<file path="src/rtl/bintree_pkg.sv">
package bintree_pkg;

    typedef enum logic [1:0] {
        CMD_IDLE  = 2'd0,
        CMD_READ  = 2'd1,
        CMD_WRITE = 2'd2
    } cmd_e;

endpackage

</file>
<file path="src/rtl/bintree_leaf.sv">
module bintree_leaf
    import bintree_pkg::*;
#(
    parameter int ADDR_W   = 3,
    parameter int DATA_W   = 8,
    parameter int WORD_IDX = 0
) (
    input  logic              clk,
    input  logic              rst_n,
    input  cmd_e              in_cmd,
    input  logic [ADDR_W-1:0] in_addr,
    input  logic [DATA_W-1:0] in_wdata,
    output logic              out_rv,
    output logic [DATA_W-1:0] out_rd
);

    typedef struct packed {
        logic [DATA_W-1:0] word;
        logic              rv;
        logic [DATA_W-1:0] rd;
    } leaf_state_t;

    leaf_state_t s_d, s_q;

    always_comb begin
        s_d    = s_q;
        s_d.rv = 1'b0;
        case (in_cmd)
            CMD_WRITE: s_d.word = in_wdata;
            CMD_READ: begin
                s_d.rv = 1'b1;
                s_d.rd = s_q.word;
            end
            default: ;
        endcase
    end

    always_ff @(posedge clk or negedge rst_n) begin
        if (!rst_n) s_q <= '0;
        else        s_q <= s_d;
    end

    assign out_rv = s_q.rv;
    assign out_rd = s_q.rd;

    AST_LEAF_ADDR_MATCH: assert property (@(posedge clk) disable iff (!rst_n)
        (in_cmd != CMD_IDLE) |-> (in_addr == ADDR_W'(WORD_IDX)));

    AST_LEAF_WRITE_LANDS: assert property (@(posedge clk) disable iff (!rst_n)
        (in_cmd == CMD_WRITE) |=> (s_q.word == $past(in_wdata)));

endmodule

</file>
<file path="src/rtl/bintree_switch.sv">
module bintree_switch
    import bintree_pkg::*;
#(
    parameter int ADDR_W = 3,
    parameter int DATA_W = 8,
    parameter int LEVEL  = 0
) (
    input  logic              clk,
    input  logic              rst_n,
    // request from parent
    input  cmd_e              in_cmd,
    input  logic [ADDR_W-1:0] in_addr,
    input  logic [DATA_W-1:0] in_wdata,
    // request to upper child (address bit 0)
    output cmd_e              up_cmd,
    output logic [ADDR_W-1:0] up_addr,
    output logic [DATA_W-1:0] up_wdata,
    // request to lower child (address bit 1)
    output cmd_e              dn_cmd,
    output logic [ADDR_W-1:0] dn_addr,
    output logic [DATA_W-1:0] dn_wdata,
    // returns from children
    input  logic              up_rv,
    input  logic [DATA_W-1:0] up_rd,
    input  logic              dn_rv,
    input  logic [DATA_W-1:0] dn_rd,
    // return to parent
    output logic              out_rv,
    output logic [DATA_W-1:0] out_rd
);

    localparam int BIT  = ADDR_W - 1 - LEVEL;
    localparam int HIST = 2 * (ADDR_W - LEVEL) - 1;

    typedef struct packed {
        cmd_e              cmd;
        logic [ADDR_W-1:0] addr;
        logic [DATA_W-1:0] wdata;
        logic [HIST-1:0]   rd_hist;
        logic [HIST-1:0]   dir_hist;
        logic              rv;
        logic [DATA_W-1:0] rd;
    } sw_state_t;

    sw_state_t s_d, s_q;
    logic      due_rd;
    logic      due_dir;

    assign due_rd  = s_q.rd_hist[HIST-1];
    assign due_dir = s_q.dir_hist[HIST-1];

    always_comb begin
        s_d       = s_q;
        s_d.cmd   = in_cmd;
        s_d.addr  = in_addr;
        s_d.wdata = in_wdata;
        for (int j = HIST - 1; j > 0; j--) begin
            s_d.rd_hist[j]  = s_q.rd_hist[j-1];
            s_d.dir_hist[j] = s_q.dir_hist[j-1];
        end
        s_d.rd_hist[0]  = (s_q.cmd == CMD_READ);
        s_d.dir_hist[0] = s_q.addr[BIT];
        s_d.rv = due_rd & (due_dir ? dn_rv : up_rv);
        s_d.rd = due_dir ? dn_rd : up_rd;
    end

    always_ff @(posedge clk or negedge rst_n) begin
        if (!rst_n) s_q <= '0;
        else        s_q <= s_d;
    end

    assign up_cmd   = (s_q.cmd != CMD_IDLE && !s_q.addr[BIT]) ? s_q.cmd : CMD_IDLE;
    assign dn_cmd   = (s_q.cmd != CMD_IDLE &&  s_q.addr[BIT]) ? s_q.cmd : CMD_IDLE;
    assign up_addr  = s_q.addr;
    assign dn_addr  = s_q.addr;
    assign up_wdata = s_q.wdata;
    assign dn_wdata = s_q.wdata;
    assign out_rv   = s_q.rv;
    assign out_rd   = s_q.rd;

    AST_RETURN_ON_PATH: assert property (@(posedge clk) disable iff (!rst_n)
        due_rd |-> (due_dir ? dn_rv : up_rv));

    AST_NO_STRAY_RETURN: assert property (@(posedge clk) disable iff (!rst_n)
        !due_rd |-> !(up_rv || dn_rv));

endmodule

</file>
<file path="src/rtl/bintree_mem.sv">
module bintree_mem
    import bintree_pkg::*;
#(
    parameter int ADDR_W = 3,
    parameter int DATA_W = 8
) (
    input  logic              clk,
    input  logic              rst_n,
    input  logic              req_valid,
    input  logic              req_write,
    input  logic [ADDR_W-1:0] req_addr,
    input  logic [DATA_W-1:0] req_wdata,
    output logic              rsp_valid,
    output logic [DATA_W-1:0] rsp_rdata
);

    localparam int WORDS = 1 << ADDR_W;
    localparam int NODES = 2 * WORDS - 1;
    localparam int LAT   = 2 * ADDR_W + 1;
    localparam int CNT_W = $clog2(LAT + 1) + 1;

    // heap numbering: node n has children 2n (upper) and 2n+1 (lower)
    cmd_e              lnk_cmd   [1:NODES];
    logic [ADDR_W-1:0] lnk_addr  [1:NODES];
    logic [DATA_W-1:0] lnk_wdata [1:NODES];
    logic              ret_v     [1:NODES];
    logic [DATA_W-1:0] ret_d     [1:NODES];

    assign lnk_cmd[1]   = !req_valid ? CMD_IDLE : (req_write ? CMD_WRITE : CMD_READ);
    assign lnk_addr[1]  = req_addr;
    assign lnk_wdata[1] = req_wdata;

    for (genvar lv = 0; lv < ADDR_W; lv++) begin : g_level
        for (genvar i = 0; i < (1 << lv); i++) begin : g_node
            localparam int N = (1 << lv) + i;
            bintree_switch #(
                .ADDR_W(ADDR_W),
                .DATA_W(DATA_W),
                .LEVEL (lv)
            ) i_switch (
                .clk     (clk),
                .rst_n   (rst_n),
                .in_cmd  (lnk_cmd[N]),
                .in_addr (lnk_addr[N]),
                .in_wdata(lnk_wdata[N]),
                .up_cmd  (lnk_cmd[2*N]),
                .up_addr (lnk_addr[2*N]),
                .up_wdata(lnk_wdata[2*N]),
                .dn_cmd  (lnk_cmd[2*N+1]),
                .dn_addr (lnk_addr[2*N+1]),
                .dn_wdata(lnk_wdata[2*N+1]),
                .up_rv   (ret_v[2*N]),
                .up_rd   (ret_d[2*N]),
                .dn_rv   (ret_v[2*N+1]),
                .dn_rd   (ret_d[2*N+1]),
                .out_rv  (ret_v[N]),
                .out_rd  (ret_d[N])
            );
        end
    end

    for (genvar w = 0; w < WORDS; w++) begin : g_leaf
        bintree_leaf #(
            .ADDR_W  (ADDR_W),
            .DATA_W  (DATA_W),
            .WORD_IDX(w)
        ) i_leaf (
            .clk     (clk),
            .rst_n   (rst_n),
            .in_cmd  (lnk_cmd[WORDS+w]),
            .in_addr (lnk_addr[WORDS+w]),
            .in_wdata(lnk_wdata[WORDS+w]),
            .out_rv  (ret_v[WORDS+w]),
            .out_rd  (ret_d[WORDS+w])
        );
    end

    assign rsp_valid = ret_v[1];
    assign rsp_rdata = ret_d[1];

    // outstanding-read tally guarding the root return
    logic [CNT_W-1:0] inflight_d, inflight_q;
    logic             rd_accept;

    assign rd_accept = req_valid && !req_write;

    always_comb begin
        inflight_d = inflight_q + CNT_W'(rd_accept) - CNT_W'(rsp_valid);
    end

    always_ff @(posedge clk or negedge rst_n) begin
        if (!rst_n) inflight_q <= '0;
        else        inflight_q <= inflight_d;
    end

    AST_RSP_HAS_READ: assert property (@(posedge clk) disable iff (!rst_n)
        rsp_valid |-> (inflight_q != '0));

    AST_INFLIGHT_BOUND: assert property (@(posedge clk) disable iff (!rst_n)
        inflight_q <= CNT_W'(LAT));

endmodule

</file>
<file path="config.mk">
export PLATFORM = sky130hd
export DESIGN_NAME = bintree_mem
export DESIGN_NICKNAME = d
export VERILOG_FILES = /design/src/rtl/bintree_pkg.sv /design/src/rtl/bintree_leaf.sv /design/src/rtl/bintree_switch.sv /design/src/rtl/bintree_mem.sv
export SDC_FILE = /design/constraint.sdc
export NUM_CORES = 1
export LEC_CHECK = 0
export BUFFER_PORTS_ARGS = -buffer_cell sky130_fd_sc_hd__buf_2
export CAP_MARGIN = 20
export CORE_MARGIN = 1.5
export CORE_UTILIZATION = 35
export CTS_CLUSTER_DIAMETER = 40
export DETAILED_ROUTE_END_ITERATION = 16
export PLACE_DENSITY = 0.61
export SLEW_MARGIN = 20
export SYNTH_ARGS = -nofsm -noshare
export SYNTH_HDL_FRONTEND = slang
export SYNTH_SLANG_ARGS = --single-unit
</file>
<file path="constraint.sdc">
create_clock -name clk -period 1.9 [get_ports clk]
set_input_delay 0.19 -clock clk [delete_from_list [all_inputs] [get_ports clk]]
set_output_delay 0.19 -clock clk [all_outputs]
set_load 0.01 [all_outputs]
</file>
---- Word level (Yosys, flattened, before mapping) ----
Cells that the tools add are included.
word-level totals
  bits in registers ....................... 270
  logic and storage cells ................. 154
cells by class
  equal/unequal tests ..................... 23
  mux-type cells .......................... 38
  bitwise operators ....................... 7
  reduce and logical (&&, ||, !) cells .... 24
operators by type and width
  kind                count
  $mux 9              8
  $mux 8              7
  $mux 2              16
  $eq 2x1->1 const B  15
  $eq 2x2->1 const B  8
  $logic_and 1x1->1   14
  $reduce_bool 2->1   7
  $and 1x1->1         7
  $mux 1              7
  $logic_not 1->1     3

---- Logic depth before layout (Yosys ltp) ----
Gate-level depths: netlist of run 1.
  depth in word-level cells ............... 5
  gate-level depth with buffers ........... 4

---- Cells and area by module ----
From an unflattened synthesis of run 1, not the netlist that was laid out.
unflattened totals
  cells, all modules ...................... 876
  area, all modules ....................... 13565.5 um^2
by module, submodules not included
  module                                              instances  cells an instance  area each (um^2)  seq. area each (um^2)
  bintree_leaf                                        8          46                 764.5             425.4
  bintree_switch (g_level[2].g_node[0].i_switch ...)  4          70                 1004.7            600.6
  bintree_switch (g_level[1].g_node[0].i_switch ...)  2          74                 1104.8            700.7
  bintree_switch (g_level[0].g_node[0].i_switch)      1          78                 1204.9            800.8
  bintree_mem                                         1          2                  16.3              0.0

---- Least setup slack after synthesis of run 1 ----
No wires, ideal clock.
  path type ............................... reg-to-reg
  start ................................... register, netlist name g_level[2].g_node[3].i_switch.dn_addr[0]
  end ..................................... register g_leaf[4].i_leaf.s_q[10] in the netlist's numbering
  arrival ................................. 1.351 ns
  data required time ...................... 1.775 ns
  path slack .............................. 0.424 ns
  cell stages (with the launch flop) ...... 5
  path buffers ............................ 2
  clock period less this slack ............ 1.476 ns
  cell sequence ........................... dfrtp_1 > buf_6 > buf_6 > nor3b_4 > mux2_2
RTL lines
  element               RTL line            RTL
  end signal, assigned  bintree_leaf.sv:39  if (!rst_n) s_q <= '0;
  end signal, assigned  bintree_leaf.sv:40  else s_q <= s_d;
  end, declared         bintree_leaf.sv:23  leaf_state_t s_d, s_q;

---- Final worst setup path of run 1 ----
  start ................................... register g_level[2].g_node[3].i_switch.s_q, in the netlist g_level[2].g_node[3].i_switch.dn_addr[0]
  end ..................................... register g_leaf[6].i_leaf.s_q[12] in the netlist's numbering
between the ends
  word-level cells in the longest chain between the ends .. 4
ends and longest elaborated chain
  element                 RTL line              RTL
  start, declared         bintree_switch.sv:45  sw_state_t s_d, s_q;
  start signal, assigned  bintree_switch.sv:68  if (!rst_n) s_q <= '0;
  start signal, assigned  bintree_switch.sv:69  else s_q <= s_d;
  $logic_not 1->1         bintree_switch.sv:72  assign up_cmd = (s_q.cmd != CMD_IDLE && !s_q.addr[BIT]) ? s_q.cmd : CMD_IDLE;
  $logic_and 1x1->1       bintree_switch.sv:72
  $mux 2                  bintree_switch.sv:72
  $eq 2x2->1              bintree_leaf.sv:28    case (in_cmd)
  end signal, assigned    bintree_leaf.sv:39
  end signal, assigned    bintree_leaf.sv:40
  end, declared           bintree_leaf.sv:23
Every way passes these cells.
A chain may end at the register's enable or synchronous reset.

==> metrics.md, run 1 <==
| Metric | Value |
|---|---|
| Status | complete, but fails checks |
| Failing checks | design-rule violations |
| Max Cap Violations | 0 |
| Post-route ant nets | 0 |
| Skew final | 0.00926 ns |
| Comb pwr share | 0.090 |
| FF+latch count, synth | 267 |
| Total track usage | 0.126 |
| Pwr Density | 1330 mW/mm^2 |
| Mapped Nets | ~540 |
| H-tree Lvls | 1 |
| Yosys cell types | 15 |
| Detailed Routing Iterations Pass 1 | 10 |
| Worst setup EP type | flip-flop |
| RR Endpoint | g_leaf[6].i_leaf.s_q[12] |
| Clock Latency Late Sink | 0.56 ns |
| Clock group share of total power | 0.422 |
| Final min period | 1.79 ns |
| CP Class | flip-flop to flip-flop |
| Worst r2r src | g_level[2].g_node[3].i_switch.dn_addr[0] |
| Critical Path Sink | g_leaf[6].i_leaf.s_q[12] |
| Worst-Margin Slew | 0.797 ns |
| Syn Std Cell Area | 0.00933 sq mm |
| Syn. warnings | 0 |
| CP max FO | 17 |
| Clk sinks | 267 |
| Final global-route overflow total | 0 |
| Longest Clk Path Bufs | 3 |
| DP HPWL | 10.0 mm |
| Final non-filler cell total | 950 |
| Nets | 606 |
| Die area | 0.0277 sq mm |
| Slew margin rel. | 0.468 |
| Leak | 5.29 nW |
| P_int | 0.0116 W |
| Final instance area | 0.0112 sq mm |
| Hold Slack | 0.160 ns |
| Switching pwr | approximately 0.0033 W |
| Layout cells sized above 1 | 0.460 |
| I/O pins | 24 |
| R2R setup slack | ~0.11 ns |
| Placed cell area | 0.00989 sq mm |
| WL final | approximately 16 mm |
| HP Class | input pin to asynchronous set/reset pin |
| Routed vias/inst | 4.57 |
| Area of the core | 0.0261 sq mm |
| Clock tree from TritonCTS | yes |
| CP startpoint | g_level[2].g_node[3].i_switch.dn_addr[0] |
| # DRC | 4 |
| Ant diodes | 0 |
| Unrepaired setup endpoints after global routing | false |
| Fin crit share | 0.941 |
| Initial Utilization | 0.357 |
| Final setup fails | 0 |
| Gp weighted congestion | 0.740 |
| Final hold vios | 0 |
| Critical path depth | 2 |
| Worst vdd ir | 0.000634 V |
| Synth Instances | 527 |
| Required time of the worst setup path | around 2.3 ns |
| Die Span Y | 166 microns |
| First-pass GRT wire length | approximately 27 mm |
| Critical path's largest stage delay | 0.67 ns |
| CTS buffer count | 31 |
| Placed cells | 877 |
| Via count | 4343 |
| Register area share after synthesis | 0.716 |
| Clock root buffer | clkbuf_16 |
| Worst path cell trace | nor3b_4, mux2_2 |
| Site row count | 59 |
| WP buf/inv | 0 |
| Core Util, Final | 0.428 |
| CP Launch Type | flip-flop |
| Register share of total power | 0.488 |
| Die W | 166 microns |
| # fillers | roughly 2300 |
| Largest net degree at the start of global routing | 64 |
| Vias in the first global route | about 4900 |
| Worst Reg-to-Reg Cells | 2 |
| Fmax | 0.559 GHz |
| Initial antenna violation count | 0 |
| Input/output buffers | 23 |
| CTS clk-pin slew, worst paths | around 0.060 ns |
| Fin Setup TNS | 0 ns |
| Iteration-0 DRC Markers | 165 |
| CP top delay family | flip-flops |
| WP data arrival | 2.23 ns |
| P&R area growth vs syn | 19.8% |
| Mean Syn Cell Area | 17.7 sq um |
| Wire per inst | 17.2 microns |
| Sw frac | 0.222 |
| Slowest cell on the critical path | dfrtp_1 |
| Slew Limit Fails | 0 |
-- what timing repair did --
action	4_1_cts	5_1_grt
hold endpoints to repair	126	0
endpoints found under the setup margin	0	5
hold buffers	15	0
resized for setup	0	0
setup buffers	0	1
-- layout by cell type, fill, tap and decap left out, types with 6 or more instances in the layout --
master,Yosys,layout
dfrtp_1,267,267
mux2_2,183,183
clkbuf_16,0,31
buf_2,10,22
nor2b_1,21,21
dlygate4sd3_1,0,15
buf_4,8,9
nand3b_2,8,8
and2_1,7,7
mux2i_1,7,7
bufinv_16,0,6
clkbuf_1,1,6
-- synth_stat cells --
library cell | count | share of area
and2_1 | 7 | 0.0047
buf_2 | 10 | 0.0054
buf_4 | 8 | 0.0064
buf_6 | 2 | 0.0024
clkbuf_1 | 1 | 0.00040
dfrtp_1 | 267 | 0.72
inv_1 | 4 | 0.0016
mux2_1 | 1 | 0.0012
mux2_2 | 183 | 0.22
mux2i_1 | 7 | 0.0075
nand3b_2 | 8 | 0.0097
nor2b_1 | 21 | 0.014
nor3b_1 | 4 | 0.0032
nor3b_2 | 2 | 0.0027
nor3b_4 | 2 | 0.0040
-- flip-flops by register name, indices dropped and copies added, names as in the netlist --
signal / flops
g_leaf.i_leaf.out_rd: 64
g_leaf.i_leaf.s_q: 64
g_level.g_node.i_switch.out_rd: 56
g_level.g_node.i_switch.dn_wdata: 24
g_level.g_node.i_switch.s_d: 14
g_level.g_node.i_switch.s_q: 14
g_leaf.i_leaf.out_rv: 8
g_level.g_node.i_switch.due_rd: 7
g_level.g_node.i_switch.out_rv: 7
g_level.g_node.i_switch.dn_addr: 6
g_level.g_node.i_switch.due_dir: 3
-- kinds of logic after synthesis --
family / share of synthesized area
DFF: 0.716
and+or+nand+nor: 0.0383
buffers and inverters: 0.0162
muxes: 0.230
-- power by group through the flow --
stage | logic, W | clock network (W) | registers (W)
final | 0.00134 | 0.00628 | 0.00725
after global routing | 0.00148 | 0.00673 | 0.00737
after CTS | 0.00137 | 0.00646 | 0.00726
after detailed placement | 0.00134 | 0 | 0.00735
after global placement | 0.00127 | 0 | 0.00729
after floorplan | 0.00106 | 0 | 0.00711
-- how the worst min path moves through the flow --
stage | from | end | slack [ns] | cells after the start
2_1_floorplan | rst_n | g_leaf[0].i_leaf.out_rd[0] | -0.11 | 0
3_3_place_gp | rst_n | g_level[0].g_node[0].i_switch.dn_addr[1] | 0.15 | 1
3_5_place_dp | rst_n | g_level[0].g_node[0].i_switch.s_q[30] | 0.16 | 1
4_1_cts | rst_n | g_level[1].g_node[1].i_switch.s_d[10] | 0.17 | 2
5_1_grt | rst_n | g_leaf[3].i_leaf.out_rd[6] | 0.20 | 2
6_report | rst_n | g_level[0].g_node[0].i_switch.s_q[30] | 0.16 | 2
-- per-stage QoR --
step                setup slack [ns]  power [W]
finish                         0.112     0.0149
floorplan                      0.424    0.00817
detailed placement            0.0486    0.00869
global placement              0.0947    0.00856
CTS                           0.0418     0.0151
global route                  0.0323     0.0156
-- metal layers --
| layer | track usage | wire length [microns] |
|---|---|---|
| met5 | 0 | 0 |
| met4 | 0.0419 | 367 |
| met3 | 0.0231 | 520 |
| met2 | 0.217 | 8300 |
| met1 | 0.162 | 7150 |
-- area by class of cell --
| type | count | area (sq um) | share of cell area |
|---|---|---|---|
| Clock inverter | 17 | 279 | 0.0250 |
| Timing Repair Buffer | 52 | 443 | 0.0396 |
| Tap cell | 335 | 419 | 0.0375 |
| Inverter | 4 | 15.0 | 0.00134 |
| Multi-Input combinational cell | 235 | 2500 | 0.224 |
| Clock buffer | 40 | 840 | 0.0751 |
| Sequential cell | 267 | 6680 | 0.598 |
No activity file was read; power rests on OpenSTA's default activity.
==> run 2: changes to the inputs <==
--- a/config.mk
+++ b/config.mk
@@ -11,8 +11,9 @@
 export CORE_UTILIZATION = 35
 export CTS_CLUSTER_DIAMETER = 40
 export DETAILED_ROUTE_END_ITERATION = 16
-export PLACE_DENSITY = 0.61
+export PLACE_DENSITY = 0.6
 export SLEW_MARGIN = 20
 export SYNTH_ARGS = -nofsm -noshare
 export SYNTH_HDL_FRONTEND = slang
+export SYNTH_HIERARCHICAL = 1
 export SYNTH_SLANG_ARGS = --single-unit
==> metrics.md, run 2 <==
| Metric | Value |
|---|---|
| Worst setup EP type | flip-flop |
| Largest net degree at the start of global routing | 76 (+19%) |
| Initial Utilization | 0.356 (-0.00125) |
| Placed cell area | 0.0119 sq mm (+20%) |
| Mapped Nets | 847 (+56%) |
| Ant diodes | 0 (unchanged) |
| WP buf/inv | 0 (unchanged) |
| Commonest cells after routing, fill and taps aside | 310 x dfrtp_1, 184 x mux2_4, 37 x clkbuf_16 |
| Final setup fails | 0 (unchanged) |
| P_int | 0.0138 W (+19%) |
| RR Endpoint | g_leaf[5].i_leaf/out_rd[6] |
| Cts repair resizes | 0 (unchanged) |
| Final non-filler cell total | 1157 (+22%) |
| Area of the core | 0.0367 sq mm (+40%) |
| Multi-input combinational cell area | 0.00321 sq mm (+28%) |
| Status | finished, final reports clean |
| Register share of total power | 0.476 (-0.012) |
| Core Util, Final | 0.364 (-0.0640) |
| Pwr Density | 1320 mW/mm^2 (-0.98%) |
| Site row count | 70 (+19%) |
| Critical path's largest stage delay | 0.42 ns (-0.25 ns) |
| Required time of the worst setup path | 2.29 ns (-0.05 ns) |
| Metal1 wirelength | 8.35 mm (+17%) |
| I/O pins | 24 (unchanged) |
| Fin crit share | 0.804 (-0.137) |
| Via count | 4521 (+4.1%) |
| Nets | 678 (+12%) |
| Clock tree from TritonCTS | yes |
| Tot Pwr | 0.0176 W (+18%) |
| Synth Instances | 832 (+58%) |
| P&R area growth vs syn | 2.20% |
| Placed cells | 1078 (+23%) |
| Critical path depth | 3 (+1) |
| CP Class | flip-flop to flip-flop |
| WP data arrival | 1.91 ns (-0.32 ns) |
| Switching pwr | 0.00379 W (+15%) |
| Skew final | 0.0153 ns (+0.00606 ns) |
| WL final | 17.5 mm (+7.3%) |
| HP Class | input pin to asynchronous set/reset pin |
| Mean Syn Cell Area | 15.7 sq um (-11%) |
| Reg area | 0.00776 sq mm (+16%) |
| Final instance area | 0.0133 sq mm (+19%) |
| Fin Setup TNS | 0 ns (unchanged) |
| Total track usage | 0.0973 (-0.0291) |
| # DRC | 0 (-4) |
| Slew Limit Fails | 0 (unchanged) |
| R2R setup slack | 0.37 ns (+0.26 ns) |
| Clock Latency Late Sink | 0.51 ns (-0.05 ns) |
| CP Launch Type | flip-flop |
| Unrepaired setup endpoints after global routing | false |
| Wire per inst | 15.2 microns (-12%) |
| Most common cell after layout, fill and taps aside | dfrtp_1 |
| Clock group share of total power | 0.414 (-0.008) |
| Slew margin rel. | 0.580 (+0.111) |
| DP HPWL | 12.3 mm (+22%) |
| Worst path cell trace | and2_1, nand2b_1, mux2_4 |
| Clk sinks | 310 (+16%) |
| Sw frac | 0.216 (-0.00587) |
| Longest Clk Path Bufs | 3 (unchanged) |
| CP max FO | 9 (-8) |
| Post-route ant nets | 0 (unchanged) |
| CTS buffer count | 36 (+16%) |
| Syn. warnings | 6 (+6) |
| Input/output buffers | 23 (unchanged) |
| Fmax | 0.655 GHz (+17%) |
| CTS clk-pin slew, worst paths | 0.06 ns (about the same) |
| CP top delay family | simple AND/OR/NAND/NOR gates |
| Worst-Margin Slew | 0.631 ns (-0.167 ns) |
| Setup bufs post-CTS | 0 (unchanged) |
| Final global-route overflow total | 0 (unchanged) |
| Worst Reg-to-Reg Cells | 3 (+1) |
| Leak | 6.73 nW (+27%) |
| Detailed Routing Iterations Pass 1 | 4 (-6) |
| Die W | 196 microns (+18%) |
| Gp weighted congestion | 0.661 (-11%) |
| First-pass GRT wire length | 28.6 mm (+4.4%) |
| Top layer in use | met4 |
| Max Cap Violations | 0 (unchanged) |
| Routed vias/inst | 3.91 (-15%) |
| Worst vdd ir | 0.000600 V (-5.3%) |
| Comb pwr share | 0.110 (+0.020) |
| Iteration-0 DRC Markers | 185 (+12%) |
| Syn Std Cell Area | 0.0131 sq mm (+40%) |
| Final hold vios | 0 (unchanged) |
| Die area | 0.0385 sq mm (+39%) |
| Final min period | 1.53 ns (-0.261 ns) |
| Die Span Y | 196 microns (+18%) |
| Clock root buffer | clkbuf_16 |
| Met3 WL | 547 microns (+5.2%) |
| Slowest cell on the critical path | nand2b_1 |
| Wire length on met2 | 8.09 mm (-2.5%) |
| H-tree Lvls | 2 (+1) |
| Layout cells sized above 1 | 0.421 (-0.0393) |
| Worst r2r src | g_level[2].g_node[2].i_switch/dn_addr[0] |
| # fillers | 3353 (+43%) |
| Vias in the first global route | 4964 (+0.45%) |
| Initial antenna violation count | 0 (unchanged) |
## run 2: timing repair
action,CTS,global route
setup endpoints to repair,0,0
hold endpoints to repair,225,0
hold buffers,15,0
## run 2: how the worst max path moves through the flow
stage,slack (ns),startpoint,endpoint
floorplan,0.66,g_level[2].g_node[0].i_switch/dn_addr[0],g_leaf[1].i_leaf/s_q[10]
CTS,0.38,g_level[2].g_node[2].i_switch/dn_addr[0],g_leaf[5].i_leaf/out_rd[6]
detailed placement,0.38,g_level[2].g_node[2].i_switch/dn_addr[0],g_leaf[5].i_leaf/out_rd[6]
finish,0.37,g_level[2].g_node[2].i_switch/dn_addr[0],g_leaf[5].i_leaf/out_rd[6]
global route,0.27,g_level[2].g_node[1].i_switch/dn_addr[0],g_leaf[3].i_leaf/out_rd[2]
global placement,0.41,g_level[2].g_node[2].i_switch/dn_addr[0],g_leaf[5].i_leaf/out_rd[2]
## run 2: stage by stage
stage,worst slack [ns],hold slack (ns)
after floorplan,0.662,-0.106
after global placement,0.413,0.117
after global routing,0.272,0.206
after detailed placement,0.375,0.120
final,0.373,0.192
after CTS,0.376,0.177
## run 2: metal layers
| layer | vias to the layer above | track usage |
|---|---|---|
| met5 | - | 0 |
| met4 | 0 | 0.0462 |
| met3 | 41 | 0.0187 |
| met2 | 61 | 0.151 |
| met1 | 2271 | 0.132 |
| li1 | 2148 | - |
## run 2: power by group through the flow
stage                     Clock [W]  Combinational, W  Sequential (W)
after floorplan                   0           0.00268         0.00820
after global placement            0           0.00190         0.00849
after detailed placement          0           0.00194         0.00851
after CTS                   0.00751           0.00197         0.00839
after global routing        0.00781           0.00208         0.00851
final                       0.00728           0.00193         0.00836
## run 2: area by class of cell
| cell class | count | area share |
|---|---|---|
| inverters | 8 | 0.00225 |
| multi-input cells | 251 | 0.241 |
| repair buffers | 56 | 0.0345 |
| clock inverters | 21 | 0.0228 |
| well taps | 468 | 0.0439 |
| flip-flops and latches | 310 | 0.581 |
| clock buffers | 43 | 0.0748 |
